[config.mk]
export PLATFORM = sky130hd
export DESIGN_NAME = regmode_ctrl
export DESIGN_NICKNAME = d
export VERILOG_FILES = /design/src/rtl/regmode_pkg.sv /design/src/rtl/regmode_sync.sv /design/src/rtl/regmode_regs.sv /design/src/rtl/regmode_resolve.sv /design/src/rtl/regmode_vsel.sv /design/src/rtl/regmode_ctrl.sv
export SDC_FILE = /design/constraint.sdc
export NUM_CORES = 1
export LEC_CHECK = 0
export ABC_AREA = 1
export BUFFER_PORTS_ARGS = -buffer_cell sky130_fd_sc_hd__buf_2
export CORE_ASPECT_RATIO = 1.1
export CORE_MARGIN = 4
export CORE_UTILIZATION = 53
export DETAILED_ROUTE_END_ITERATION = 8
export HOLD_SLACK_MARGIN = 0.03
export PLACE_DENSITY_LB_ADDON = 0.1
export SETUP_SLACK_MARGIN = 0.05
export SLEW_MARGIN = 40
export SYNTH_ARGS = -nofsm -noshare
export SYNTH_HDL_FRONTEND = slang
export SYNTH_HIERARCHICAL = 1
export SYNTH_SLANG_ARGS = --single-unit
[constraint.sdc]
create_clock -name clk -period 1.2 [get_ports clk]
set_input_delay 0.06 -clock clk [delete_from_list [all_inputs] [get_ports clk]]
set_output_delay 0.06 -clock clk [all_outputs]
set_load 0.03 [all_outputs]
[src/rtl/regmode_pkg.sv]
package regmode_pkg;
  typedef enum logic [1:0] {
    MODE_OFF = 2'b00,
    MODE_LP  = 2'b01,
    MODE_ACT = 2'b10
  } mode_e;

  // Per-regulator settings, LSB first: on, pin A, pin B, keep-on, forced-off
  typedef struct packed {
    logic force_off;
    logic keep;
    logic asg_b;
    logic asg_a;
    logic on;
  } regcfg_t;

  localparam int CFG_W = 5;
endpackage

[src/rtl/regmode_sync.sv]
module regmode_sync #(
  parameter int W      = 2,
  parameter int STAGES = 2
) (
  input  logic         clk,
  input  logic         rst_n,
  input  logic [W-1:0] d,
  output logic [W-1:0] q
);
  logic [W-1:0] stg [STAGES];

  always_ff @(posedge clk or negedge rst_n) begin
    if (!rst_n) begin
      for (int s = 0; s < STAGES; s++) stg[s] <= '0;
    end else begin
      stg[0] <= d;
      for (int s = 1; s < STAGES; s++) stg[s] <= stg[s-1];
    end
  end

  assign q = stg[STAGES-1];
endmodule

[src/rtl/regmode_regs.sv]
module regmode_regs import regmode_pkg::*; #(
  parameter int NREG   = 6,
  parameter int NUM_SW = 2,
  parameter int VW     = 6,
  parameter int DW     = 6,
  parameter int AW     = 4
) (
  input  logic          clk,
  input  logic          rst_n,
  input  logic          we,
  input  logic [AW-1:0] addr,
  input  logic [DW-1:0] wdata,
  output logic [DW-1:0] rdata,
  output logic          pin_en,
  output regcfg_t       cfg   [NREG],
  output logic [VW-1:0] roof  [NUM_SW],
  output logic [VW-1:0] floor [NUM_SW]
);
  localparam int ROOF0 = NREG + 1;

  always_ff @(posedge clk or negedge rst_n) begin
    if (!rst_n) begin
      pin_en <= 1'b0;
      for (int i = 0; i < NREG; i++) cfg[i] <= '0;
      for (int k = 0; k < NUM_SW; k++) begin
        roof[k]  <= '0;
        floor[k] <= '0;
      end
    end else if (we) begin
      if (addr == '0) pin_en <= wdata[0];
      for (int i = 0; i < NREG; i++)
        if (addr == AW'(1 + i)) cfg[i] <= regcfg_t'(wdata[CFG_W-1:0]);
      for (int k = 0; k < NUM_SW; k++) begin
        if (addr == AW'(ROOF0 + 2*k))     roof[k]  <= wdata[VW-1:0];
        if (addr == AW'(ROOF0 + 2*k + 1)) floor[k] <= wdata[VW-1:0];
      end
    end
  end

  always_comb begin
    rdata = '0;
    if (addr == '0) rdata[0] = pin_en;
    for (int i = 0; i < NREG; i++)
      if (addr == AW'(1 + i)) rdata[CFG_W-1:0] = cfg[i];
    for (int k = 0; k < NUM_SW; k++) begin
      if (addr == AW'(ROOF0 + 2*k))     rdata[VW-1:0] = roof[k];
      if (addr == AW'(ROOF0 + 2*k + 1)) rdata[VW-1:0] = floor[k];
    end
  end

  AST_CTRL_WRITE: assert property (@(posedge clk) disable iff (!rst_n)
    (we && addr == '0) |=> (pin_en == $past(wdata[0])));
endmodule

[src/rtl/regmode_resolve.sv]
module regmode_resolve import regmode_pkg::*; #(
  parameter bit IS_SW = 1'b0
) (
  input  regcfg_t cfg,
  input  logic    pin_en,
  input  logic    pin_a,
  input  logic    pin_b,
  input  logic    sleep,
  output mode_e   mode
);
  logic  pin_ctl, pin_hi;
  mode_e base;

  always_comb begin
    pin_ctl = pin_en & (cfg.asg_a | cfg.asg_b);
    pin_hi  = (cfg.asg_a & pin_a) | (cfg.asg_b & pin_b);
    if (!pin_ctl)             base = cfg.on ? MODE_ACT : MODE_OFF;
    else if (pin_hi || IS_SW) base = MODE_ACT;
    else                      base = cfg.keep ? MODE_LP : MODE_OFF;

    if (!sleep || cfg.keep)   mode = base;
    else if (cfg.force_off)   mode = MODE_OFF;
    else if (base == MODE_ACT) mode = MODE_LP;
    else                      mode = base;
  end
endmodule

[src/rtl/regmode_vsel.sv]
module regmode_vsel import regmode_pkg::*; #(
  parameter int VW = 6
) (
  input  logic          asg_a,
  input  logic          asg_b,
  input  logic          pin_en,
  input  logic          pin_a,
  input  logic          pin_b,
  input  mode_e         mode,
  input  logic [VW-1:0] roof,
  input  logic [VW-1:0] floor,
  output logic [VW-1:0] vsel
);
  logic use_floor;

  always_comb begin
    use_floor = pin_en & (asg_a | asg_b) & ~((asg_a & pin_a) | (asg_b & pin_b));
    if (mode == MODE_OFF) vsel = '0;
    else                  vsel = use_floor ? floor : roof;
  end
endmodule

[src/rtl/regmode_ctrl.sv]
module regmode_ctrl import regmode_pkg::*; #(
  parameter int NUM_SW  = 2,
  parameter int NUM_LIN = 4,
  parameter int VW      = 6,
  localparam int NREG   = NUM_SW + NUM_LIN,
  localparam int DW     = (VW > CFG_W) ? VW : CFG_W,
  localparam int AW     = $clog2(NREG + 1 + 2*NUM_SW)
) (
  input  logic                 clk,
  input  logic                 rst_n,
  input  logic                 en_pin_a,
  input  logic                 en_pin_b,
  input  logic                 sleep_req,
  input  logic                 cfg_we,
  input  logic [AW-1:0]        cfg_addr,
  input  logic [DW-1:0]        cfg_wdata,
  output logic [DW-1:0]        cfg_rdata,
  output logic [2*NREG-1:0]    mode_o,
  output logic [VW*NUM_SW-1:0] vsel_o
);
  logic [1:0]    pins_s;
  logic          pin_en;
  regcfg_t       cfg   [NREG];
  logic [VW-1:0] roof  [NUM_SW];
  logic [VW-1:0] floor [NUM_SW];
  mode_e         mode_c [NREG];
  logic [VW-1:0] vsel_c [NUM_SW];
  logic [NREG-1:0][1:0]    mode_q;
  logic [NUM_SW-1:0][VW-1:0] vsel_q;

  regmode_sync #(.W(2), .STAGES(2)) u_sync (
    .clk(clk), .rst_n(rst_n), .d({en_pin_b, en_pin_a}), .q(pins_s));

  regmode_regs #(.NREG(NREG), .NUM_SW(NUM_SW), .VW(VW), .DW(DW), .AW(AW)) u_regs (
    .clk(clk), .rst_n(rst_n), .we(cfg_we), .addr(cfg_addr), .wdata(cfg_wdata),
    .rdata(cfg_rdata), .pin_en(pin_en), .cfg(cfg), .roof(roof), .floor(floor));

  for (genvar i = 0; i < NREG; i++) begin : g_reg
    regmode_resolve #(.IS_SW(i < NUM_SW)) u_res (
      .cfg(cfg[i]), .pin_en(pin_en), .pin_a(pins_s[0]), .pin_b(pins_s[1]),
      .sleep(sleep_req), .mode(mode_c[i]));

    AST_NO_ILLEGAL_MODE: assert property (@(posedge clk) disable iff (!rst_n)
      mode_q[i] != 2'b11);
    AST_SLEEP_FORCE_OFF: assert property (@(posedge clk) disable iff (!rst_n)
      (sleep_req && cfg[i].force_off && !cfg[i].keep) |=> mode_q[i] == MODE_OFF);
    AST_SLEEP_KEEP_ON: assert property (@(posedge clk) disable iff (!rst_n)
      (sleep_req && cfg[i].keep && cfg[i].on && !pin_en) |=> mode_q[i] == MODE_ACT);
    AST_REG_CTRL: assert property (@(posedge clk) disable iff (!rst_n)
      (!pin_en && !sleep_req) |=> mode_q[i] == ($past(cfg[i].on) ? MODE_ACT : MODE_OFF));
  end

  for (genvar k = 0; k < NUM_SW; k++) begin : g_sw
    regmode_vsel #(.VW(VW)) u_vsel (
      .asg_a(cfg[k].asg_a), .asg_b(cfg[k].asg_b), .pin_en(pin_en),
      .pin_a(pins_s[0]), .pin_b(pins_s[1]), .mode(mode_c[k]),
      .roof(roof[k]), .floor(floor[k]), .vsel(vsel_c[k]));

    AST_OFF_NO_CODE: assert property (@(posedge clk) disable iff (!rst_n)
      (mode_q[k] == MODE_OFF) |-> (vsel_q[k] == '0));
    AST_SW_NO_PIN_OFF: assert property (@(posedge clk) disable iff (!rst_n)
      (pin_en && (cfg[k].asg_a || cfg[k].asg_b) && !sleep_req) |=> mode_q[k] == MODE_ACT);
  end

  always_ff @(posedge clk or negedge rst_n) begin
    if (!rst_n) begin
      mode_q <= '0;
      vsel_q <= '0;
    end else begin
      for (int i = 0; i < NREG; i++)   mode_q[i] <= mode_c[i];
      for (int k = 0; k < NUM_SW; k++) vsel_q[k] <= vsel_c[k];
    end
  end

  assign mode_o = mode_q;
  assign vsel_o = vsel_q;
endmodule

== Word level (Yosys, flattened, before mapping) ==
Cells that the tools add are included.

* Equality and inequality tests: 16
* Muxes and demuxes: 53
* Bitwise gates (word level): 34
* Reduce and logical (&&, ||, !) cells: 21

{| class="wikitable"
|+ Operators by type and width
! kind !! count
|-
| 2-bit 2-to-1 mux || 34
|-
| 6-bit 2-to-1 mux || 8
|-
| 5-bit 2-to-1 mux || 6
|-
| 2-bit AND reduction || 11
|-
| 1-bit AND || 20
|-
| 4-bit by 3-bit equality test with 1-bit output, second input constant || 4
|-
| 2-bit equality test, second input constant || 6
|-
| 4-bit equality test, second input constant || 3
|-
| 1-bit bitwise OR || 12
|-
| 4-bit by 2-bit equality test with 1-bit output, second input constant || 2
|-
| 1-bit logical OR || 6
|-
| 1-bit 2-to-1 mux || 5
|-
| 4-bit by 1-bit equality test with 1-bit output, second input constant || 1
|-
| 2-bit logical NOT || 2
|-
| 4-bit logical NOT || 1
|-
| 1-bit inverter || 2
|-
| 1-bit logical NOT || 1
|}

* Register bits: 83
* Output and inout bits: 30
* Word-level logic and storage cells: 169

== Logic depth before layout (Yosys ltp) ==
Gate-level depths: netlist of run 1.

* Depth in word-level cells: 12
* Gate-level depth with buffers: 9

== Modules after synthesis ==
Netlist of run 1, hierarchy kept.

{| class="wikitable"
|+ Modules (own cells, without submodules)
! module !! instances !! cells an instance !! area each (um2)
|-
| regmode_regs || 1 || 306 || 2556.2
|-
| regmode_ctrl || 1 || 24 || 600.6
|-
| regmode_vsel || 2 || 41 || 186.4
|-
| regmode_resolve at g_reg[2].u_res ... || 4 || 20 || 86.3
|-
| regmode_sync || 1 || 6 || 115.1
|-
| regmode_resolve at g_reg[0].u_res ... || 2 || 8 || 51.3
|}

== Least setup slack after synthesis of run 1 ==
No wires, ideal clock.

* Path type: reg2reg
* Start point: register u_regs.pin_en
* End point: register vsel_q, in the netlist vsel_o[10]
* Arrival time: 1.138 ns
* Path slack: -0.055 ns
* Stages on the path, launching flop included: 7
* Period minus slack after synthesis: 1.255 ns
* Cells stage by stage: dfrtp_1 -> o21ai_2 -> a21oi_1 -> or2_1 -> clkbuf_4 -> nand2_1 -> nor2_1

{| class="wikitable"
|+ RTL lines
! what !! line !! RTL
|-
| start: declaration || regmode_regs.sv:14 || <nowiki>output logic pin_en,</nowiki>
|-
| start signal: assignment || regmode_regs.sv:30 || <nowiki>if (addr == '0) pin_en <= wdata[0];</nowiki>
|-
| end signal: assignment || regmode_ctrl.sv:68 || <nowiki>vsel_q <= '0;</nowiki>
|-
| end: declaration || regmode_ctrl.sv:29 || <nowiki>logic [NUM_SW-1:0][VW-1:0] vsel_q;</nowiki>
|}

== Worst setup path in the final report of run 1 ==
* Start point: register, netlist name u_regs/cfg[22]
* End point: output cfg_rdata[2]

* Longest elaborated chain between the ends: 9

{| class="wikitable"
|+ RTL lines
! what !! line !! RTL
|-
| 5-bit 2-to-1 mux (5 in series) || regmode_regs.sv:44 || <nowiki>if (addr == AW'(1 + i)) rdata[CFG_W-1:0] = cfg[i];</nowiki>
|-
| 6-bit 2-to-1 mux || regmode_regs.sv:46 || <nowiki>if (addr == AW'(ROOF0 + 2*k)) rdata[VW-1:0] = roof[k];</nowiki>
|-
| 6-bit 2-to-1 mux || regmode_regs.sv:47 || <nowiki>if (addr == AW'(ROOF0 + 2*k + 1)) rdata[VW-1:0] = floor[k];</nowiki>
|-
| 6-bit 2-to-1 mux || regmode_regs.sv:46 ||
|-
| 6-bit 2-to-1 mux || regmode_regs.sv:47 ||
|-
| end: declaration || regmode_ctrl.sv:17 || <nowiki>output logic [DW-1:0] cfg_rdata,</nowiki>
|}

Every way passes these cells.

==> flow_summary.yaml, run 1 <==
outcome:
  status: "finished with violations"
  violations: "negative setup slack"
placement:
  post-dp-hpwl_um: 7080
  dp_cells: 693
  dp_slack_ns: -0.0983
  io_buffers: 45
  place_congestion: 0.970
sta:
  holdWs_ns: 0.0930
  maxSlewHeadroom: 0.682
  setup-violations-final: 23
  period_needed_ns: 1.61
  grt_setup_unrepaired: "yes"
  setup_tns_ns: -4.24
  layout_setup_ws_ns: -0.412
  drv_slew: 0
  hold_viol: 0
  tightest_slew_ns: 0.476
  timing.final.crit_share: 1.34
  fmax_ghz: 0.620
  final.setup_skew_ns: 0.00691
clock_tree:
  cts_tree: "yes"
  cts_root_buf: "clkbuf_8"
  cts.sinks: 83
  cts_max_level: 3
  clkLatencyLatePin_ns: 0.35
  cts_buffers: 9
  cts.clk_slew.worst_paths_ns: 0.08
  cts_buffer_depth: 2
setup_path:
  path_cells: "nand3_2 -> nand2_1 -> nor2_1 -> nand4_1 -> nor2_1 -> nand4_1 -> buf_6"
  critPathKind: "flop to output pin"
  cp-start-kind: "flop"
  cp.required_ns: 1.14
  crit_path_max_incr_delay_ns: 0.41
  crit_fanout: 2
  end_kind: "output pin"
  cp.arrival_ns: 1.55
  slowest_stage: "dfrtp_1"
global_routing:
  antenna_found_initial: 0
  grt_pass1_vias: 3579
  globalRouteOverflowTotal: 0
  grt_first_pass_wirelength_um: 17100
  grt_max_degree: 84
  track_usage: 0.240
final_layout:
  final_common_cell: "nand2_1"
  drive_above_1_share: 0.363
  finalNonFillerCells: 727
  nNetsFinal: 634
  n_antenna_cell: 0
  syn_to_final_growth_pct: 30.5
  n_fill_cell: 578
  final_cell_mix: "nand2_1, dfrtp_1, inv_1, nor2_1, buf_4"
floorplan:
  design.core.area_um2: 7470
  dieArea_um2: 9190
  start_util: 0.548
  row_count: 33
  fp.dieH_um: 100
  fp.dieW_um: 91.8
  ioPinCount: 46
route:
  drt_iter0_markers: 217
  ant_nets: 0
  finalWirelength_um: 10600
  vias: 3665
  drc: 0
  drt-wirelength-per-cell_um: 14.6
  firstDrtPassIters: 5
  vias_per_cell: 5.04
power:
  leakage_uw: 0.00269
  ir_worst_vdd_v: 0.000970
  power_density_nw_per_um2: 1720
hold_path:
  hp-class: "input port to flop"
synth:
  syn_nets: 530
  ys_warn_count: 6
  synth-seq-cells: 83
  yosysSeqAreaShare: 0.507
  synth_area_um2: 4090
  syn_avg_cell_area_um2: 7.96
  synth.distinct_cells: 24
  synth_cells: 514
job:
  maxCapViolCount: 0
## metal layers
| metal | routed length (µm) | vias to the layer above | part of all wire | track usage |
|---|---|---|---|---|
| met3 | 542 | 25 | 0.051 | 0.0360 |
| met1 | 4590 | 1686 | 0.43 | 0.321 |
| met5 | 0 | - | 0 | 0 |
| met4 | 324 | 0 | 0.031 | 0.114 |
| met2 | 5150 | 130 | 0.49 | 0.388 |
| li1 | - | 1824 | - | - |
## worst paths after layout
path / depth (start not counted) / to / slack (ns) / startpoint
worst max-delay path: 7 / cfg_rdata[2] / -0.41 / u_regs/cfg[22]
worst min-delay path: 4 / mode_o[9] / 0.09 / sleep_req
worst max register to register: 7 / vsel_o[7] / -0.18 / u_regs/pin_en
worst min register to register: 0 / u_sync/q[0] / 0.35 / u_sync/stg[2]
max in group asynchronous: 3 / u_regs/pin_en / 0.55 / rst_n
min in group asynchronous: 3 / mode_o[7] / 0.26 / rst_n
## stage by stage
stage | util | total power [µW] | instance area [µm²]
final | 0.715 | 9180 | 5340
after global routing | 0.715 | 9710 | 5340
after CTS | 0.691 | 8920 | 5160
after detailed placement | 0.629 | 6310 | 4700
after global placement | 0.629 | 6230 | 4700
after floorplan | - | 5400 | 4110
## registers in the layout, indices dropped and copies added (netlist names)
name / cells
u_regs/cfg: 30
mode_o: 12
u_regs/floor: 12
u_regs/roof: 12
vsel_o: 12
u_sync/q: 2
u_sync/stg: 2
u_regs/pin_en: 1
## cells in the mapped netlist
master / number / area [µm²]
a31oi_1: 1 / 6.26
inv_2: 11 / 41.3
nor2_2: 10 / 62.6
a21oi_1: 2 / 10.0
nor2_8: 1 / 20.0
a21oi_2: 2 / 17.5
nand2_1: 147 / 552
o21ai_0: 35 / 175
nand4_1: 11 / 68.8
clkbuf_1: 1 / 3.75
buf_2: 5 / 25.0
inv_1: 54 / 203
buf_6: 1 / 11.3
nand2_2: 16 / 100
or2_0: 1 / 6.26
nor2_1: 56 / 210
nor2_4: 12 / 135
clkbuf_4: 2 / 15.0
dfrtp_1: 83 / 2080
o21ai_1: 20 / 100
nand3_1: 31 / 155
or2_1: 2 / 12.5
buf_4: 2 / 15.0
o21ai_2: 8 / 70.1
## critical path, delay by kind of cell, from the launching register on
family                 cells  cell delay [ns]
buffers and inverters      1             0.17
AND/OR/NAND/NOR            6             0.62
flip-flops                 1             0.41
## layout make-up
class / instances / area (µm²) / share of cell area
timing repair buffer: 104 / 776 / 0.145
tap: 105 / 131 / 0.0246
clock buffer: 10 / 128 / 0.0239
multi-input combinational: 355 / 1880 / 0.352
sequential: 83 / 2080 / 0.389
inverter: 65 / 246 / 0.0462
clock inverter: 5 / 103 / 0.0192
## cell families (layout without fill, tap and decap cells)
family	count (synthesis)	count (layout)	share of synthesized area
AOI/OAI and AO/OA	68	68	0.0926
buffers and inverters	76	184	0.0767
and+or+nand+nor	287	287	0.323
DFF	83	83	0.507
## repair_timing
item / in CTS / in global routing
pin swaps: 12 / 45
resized for setup: 28 / 57
hold buffers: 4 / 0
endpoints found under the hold margin: 88 / 0
gates cloned: 0 / 0
setup buffers: 13 / 7
endpoints found under the setup margin: 18 / 27
## report_power, final
group,internal (µW),switching (µW),leakage (µW)
logic,1230,1880,0.00151
clock network,1370,962,0.000112
registers,3350,395,0.00107
No activity file was read; power rests on OpenSTA's default activity.
==> run 2, diff against run 1 <==
--- a/config.mk
+++ b/config.mk
@@ -9,7 +9,7 @@
 export BUFFER_PORTS_ARGS = -buffer_cell sky130_fd_sc_hd__buf_2
 export CORE_ASPECT_RATIO = 1.1
 export CORE_MARGIN = 4
-export CORE_UTILIZATION = 53
+export CORE_UTILIZATION = 55
 export DETAILED_ROUTE_END_ITERATION = 8
 export HOLD_SLACK_MARGIN = 0.03
 export PLACE_DENSITY_LB_ADDON = 0.1
==> constraint.sdc (replaced) <==
create_clock -name clk -period 1.8 [get_ports clk]
set_input_delay 0.09 -clock clk [delete_from_list [all_inputs] [get_ports clk]]
set_output_delay 0.09 -clock clk [all_outputs]
set_load 0.03 [all_outputs]
==> run 2 against run 1 <==
Effect of this change: the run now ends clean; combinational power is 53% lower; sequential cell count unchanged; clock power shrank 45%; via count decreased by 6.8%; power decreased by 42%; cell count shrank 9.5%; sequential share of layout area grew 6.0 points; non-clock buffer count down 49; clock skew is 0.0031 ns higher; sequential power shrank 32%; core utilization decreased by 6.4 points; setup slack gained 0.57 ns; critical path type unchanged; largest cell class unchanged.
==> flow_summary.yaml, run 2 (same netlist as run 1, synthesis figures left out) <==
outcome:
  status: "finished clean"
route:
  drt-wirelength-per-cell_um: 14.3
  vias_per_cell: 5.19
  finalWirelength_um: 9410
  firstDrtPassIters: 5
  ant_nets: 0
  drt_iter0_markers: 267
  drc: 0
  vias: 3414
floorplan:
  design.core.area_um2: 7130
  ioPinCount: 46
  start_util: 0.574
  fp.dieH_um: 98.5
  dieArea_um2: 8890
  fp.dieW_um: 90.3
  row_count: 32
power:
  leakage_uw: 0.00238
  switchingPower_uw: 1930
  switching_share: 0.366
  total_power_uw: 5280
  power_density_nw_per_um2: 1140
  power_frac_seq: 0.483
  ir_worst_vdd_v: 0.000650
  internal-power_uw: 3350
  power_frac_comb: 0.277
  clkPwrFrac: 0.240
job:
  maxCapViolCount: 0
setup_path:
  path_cells: "nand3_1 -> nand2_1 -> nor2_1 -> nand4_1 -> nor2_1 -> nand4_1 -> buf_2"
  crit_path_max_incr_delay_ns: 0.46
  cp.required_ns: 1.71
  cp-start-kind: "flop"
  path_buf_inv: 1
  critPathKind: "flop to output pin"
  end_kind: "output pin"
  crit_fanout: 6
  critPathTopFamily: "simple AND/OR/NAND/NOR gates"
  cp.arrival_ns: 1.55
  slowest_stage: "dfrtp_2"
final_layout:
  multiInputGateArea_um2: 1700
  n_antenna_cell: 0
  nNetsFinal: 585
  post-route-util: 0.651
  regArea_um2: 2080
  final_cell_mix: "nand2_1, dfrtp_1, nor2_1"
  n_fill_cell: 619
  drive_above_1_share: 0.227
  largest_reg_flops: 30
  largest-register: "u_regs/cfg"
  final_common_cell: "nand2_1"
  syn_to_final_growth_pct: 13.3
  stdcell_area_um2: 4640
clock_tree:
  cts_max_level: 3
  cts_tree: "yes"
  cts.sinks: 83
  cts_root_buf: "clkbuf_8"
  clkLatencyLatePin_ns: 0.35
  cts.clk_slew.worst_paths_ns: 0.08
  cts_buffer_depth: 2
  cts_buffers: 9
sta:
  final.setup_skew_ns: 0.0100
  maxSlewHeadroom: 0.671
  drv_slew: 0
  grt_setup_unrepaired: "no"
  fmax_ghz: 0.608
  holdWs_ns: 0.0550
  hold_viol: 0
  tightest_slew_ns: 0.493
  setup_tns_ns: 0
  setup-violations-final: 0
  timing.final.crit_share: 0.914
  period_needed_ns: 1.64
global_routing:
  track_usage: 0.221
  grt_first_pass_wirelength_um: 15600
  grt_pass1_vias: 3177
  grt_max_degree: 34
  antenna_found_initial: 0
  globalRouteOverflowTotal: 0
placement:
  place_congestion: 0.996
  placed_cell_area_um2: 4390
  io_buffers: 45
  post-dp-hpwl_um: 6810
hold_path:
  hp-class: "input port to flop"
[run 2: cell count changes in the layout (fill, tap and decap cells not counted), moves of 4 or more]
cell / before / now
nor2_1: 48 / 56
buf_4: 44 / 7
buf_2: 38 / 44
nand3_1: 21 / 31
inv_2: 16 / 11
nor2_2: 16 / 10
nand2_2: 33 / 16
inv_1: 48 / 54
nand3_2: 10 / 0
buf_6: 16 / 0
nand2_1: 129 / 147
o21ai_0: 31 / 35
[run 2: worst register-to-register path: cells and delay by family (launching register included)]
kind / cells / cell delay, ns
buffers and inverters: 1 / 0.18
AOI/OAI and AO/OA: 2 / 0.16
DFF: 1 / 0.44
and+or+nand+nor: 3 / 0.45
[run 2: worst paths after layout]
kind | startpoint | to | slack (ns) | cells past startpoint
max in group asynchronous | rst_n | u_regs/roof[7] | 0.96 | 3
setup / recovery | u_regs/cfg[21] | cfg_rdata[1] | 0.16 | 7
hold reg to reg | u_sync/stg[2] | u_sync/q[0] | 0.36 | 0
hold / removal | cfg_wdata[5] | u_regs/floor[5] | 0.05 | 3
min in group asynchronous | rst_n | mode_o[11] | 0.23 | 2
setup reg to reg | u_regs/pin_en | vsel_o[0] | 0.47 | 6
[run 2: area by class of cell]
type / instances / area share
Clock buffer: 9 / 0.0267
Sequential cell: 83 / 0.449
Clock inverter: 6 / 0.0124
Timing Repair Buffer: 55 / 0.0696
Multi-Input combinational cell: 355 / 0.367
Inverter: 65 / 0.0526
Tap cell: 85 / 0.0229
[run 2: stage by stage]
step,setup WS [ns],cells
6_report,0.155,658
4_1_cts,0.0744,654
3_3_place_gp,0.301,636
5_1_grt,0.0524,658
3_5_place_dp,0.272,636
2_1_floorplan,0.524,514
[run 2: metal layers]
layer,share of wire,up-vias,GRT usage
met5,0,-,0
met1,0.48,1556,0.312
met2,0.46,118,0.352
met4,0.011,0,0.0577
li1,-,1725,-
met3,0.057,15,0.0450
[run 2: power groups by stage]
stage	clock (µW)	sequential [µW]	combinational [µW]
final	1270	2550	1460
after global routing	1380	2600	1640
after CTS	1290	2560	1430
after detailed placement	0	2590	1420
after global placement	0	2590	1380
after floorplan	0	2720	861
[run 2: repair_timing]
| item | CTS | global route |
|---|---|---|
| endpoints found under the setup margin | 1 | 3 |
| hold buffers | 3 | 0 |
| gates resized for setup | 1 | 2 |
| setup buffers | 0 | 4 |
| hold endpoints to repair | 33 | 0 |
==> run 3, diff against run 2 <==
--- a/config.mk
+++ b/config.mk
@@ -7,7 +7,7 @@
 export LEC_CHECK = 0
 export ABC_AREA = 1
 export BUFFER_PORTS_ARGS = -buffer_cell sky130_fd_sc_hd__buf_2
-export CORE_ASPECT_RATIO = 1.1
+export CORE_ASPECT_RATIO = 0.6
 export CORE_MARGIN = 4
 export CORE_UTILIZATION = 55
 export DETAILED_ROUTE_END_ITERATION = 8
==> run 3 against run 2 <==
Effect of this change: hold slack improved by 0.025 ns; final area rose by 4.1%; combinational power rose by 3%; critical path depth did not move; non-clock buffer count rose by 2; critical endpoint is now cfg_rdata[2]; largest power group unchanged; highest routed layer unchanged.
==> flow_summary.yaml, run 3 (same netlist as run 1, synthesis figures left out) <==
global_routing:
  track_usage: 0.242
  grt_max_degree: 46
  grt_first_pass_wirelength_um: 16300
  antenna_found_initial: 0
  grt_pass1_vias: 3072
  globalRouteOverflowTotal: 0
final_layout:
  drive_above_1_share: 0.233
  finalNonFillerCells: 680
  syn_to_final_growth_pct: 17.9
  n_fill_cell: 599
  nNetsFinal: 587
  final_common_cell: "nand2_1"
  n_antenna_cell: 0
  stdcell_area_um2: 4830
  largest-register: "u_regs/cfg"
  final_cell_mix: "nand2_1, dfrtp_1, nor2_1"
  largest_reg_flops: 30
outcome:
  status: "finished clean"
route:
  vias: 3431
  dr.max_layer_used: "met4"
  firstDrtPassIters: 5
  drt_iter0_markers: 312
  met3_length_um: 649
  drc: 0
  finalWirelength_um: 10100
  vias_per_cell: 5.05
  drt-wirelength-per-cell_um: 14.8
  dr_wl_met2_um: 4070
  ant_nets: 0
  met1_length_um: 5260
setup_path:
  reg2reg_slack_ns: 0.37
  end_kind: "output pin"
  reg2reg_from: "u_regs/cfg[22]"
  cp-start-kind: "flop"
  crit_fanout: 5
  critPathKind: "flop to output pin"
  cp.arrival_ns: 1.61
  r2r.worst_path.cells: 6
  cp.required_ns: 1.71
  worstReg2RegEnd: "vsel_o[7]"
hold_path:
  hp-start: "cfg_wdata[5]"
  hold_path_end: "u_regs/roof[11]"
  hp-class: "input port to flop"
  min_delay_path_depth: 3
placement:
  placed_cell_area_um2: 4410
  dp_cells: 654
  io_buffers: 45
  place_congestion: 0.924
  post-dp-hpwl_um: 7200
clock_tree:
  cts_tree: "yes"
  cts_root_buf: "clkbuf_16"
  cts.clk_slew.worst_paths_ns: 0.06
  cts_max_level: 3
  clkLatencyLatePin_ns: 0.34
  cts.sinks: 83
  cts_buffer_depth: 2
  cts_buffers: 9
sta:
  period_needed_ns: 1.70
  fmax_ghz: 0.588
  tightest_slew_ns: 0.584
  drv_slew: 0
  setup_tns_ns: 0
  final.setup_skew_ns: 0.00565
  setup-violations-final: 0
  grt_setup_unrepaired: "yes"
  timing.final.crit_share: 0.945
  maxSlewHeadroom: 0.610
  holdWs_ns: 0.0798
  hold_viol: 0
floorplan:
  start_util: 0.566
  fp.dieW_um: 119
  ioPinCount: 46
  design.core.area_um2: 7240
  row_count: 24
  dieArea_um2: 8930
  fp.dieH_um: 74.8
power:
  leakage_uw: 0.00245
  power_density_nw_per_um2: 1250
  total_power_uw: 6040
  ir_worst_vdd_v: 0.000807
job:
  maxCapViolCount: 0
[run 3: what timing repair did]
action,CTS,global route
endpoints found under the hold margin,40,0
gates resized for setup,2,6
hold buffers,3,0
pin swaps,0,2
endpoints found under the setup margin,2,3
buffers inserted,0,7
[run 3: routing by layer]
layer	vias up	track usage
met3	9	0.0556
met2	114	0.351
met5	-	0
met1	1580	0.368
met4	0	0.0673
li1	1728	-
[run 3: how the worst max path moves through the flow]
stage          slack, ns           start  depth (start not counted)           end
3_3_place_gp        0.36   u_regs/pin_en                          5     vsel_o[7]
5_1_grt             0.03  u_regs/cfg[21]                          7  cfg_rdata[1]
6_report             0.1  u_regs/cfg[22]                          7  cfg_rdata[2]
4_1_cts             0.07  u_regs/cfg[21]                          7  cfg_rdata[1]
3_5_place_dp        0.25   u_regs/pin_en                          5     vsel_o[7]
2_1_floorplan       0.52   u_regs/pin_en                          6  cfg_rdata[0]
[run 3: power by group]
| part | switching [µW] | leakage [µW] | internal (µW) |
|---|---|---|---|
| registers | 335 | 0.00106 | 2240 |
| clock network | 711 | 0.000157 | 1250 |
| logic | 995 | 0.00124 | 509 |
[run 3: through the flow]
step	util	worst slack (ns)
global route	0.667	0.0341
detailed placement	0.609	0.249
global placement	0.609	0.359
floorplan	-	0.524
CTS	0.658	0.0683
finish	0.667	0.0994
[run 3: layout make-up]
cell class	count	area (µm²)	area share
inverter	65	244	0.0506
tap	104	130	0.0270
multi-input combinational	355	1710	0.354
clock inverter	4	73.8	0.0153
clock buffer	12	246	0.0511
sequential	83	2080	0.431
timing repair buffer	57	340	0.0705
[run 3: critical path, cell delays in order, from the launching register on]
cell	delay [ns]
dfrtp_2	0.44
nand3_1	0.14
nand2_1	0.08
nor2_2	0.10
nand4_1	0.12
nor2_1	0.11
nand4_1	0.08
buf_2	0.19
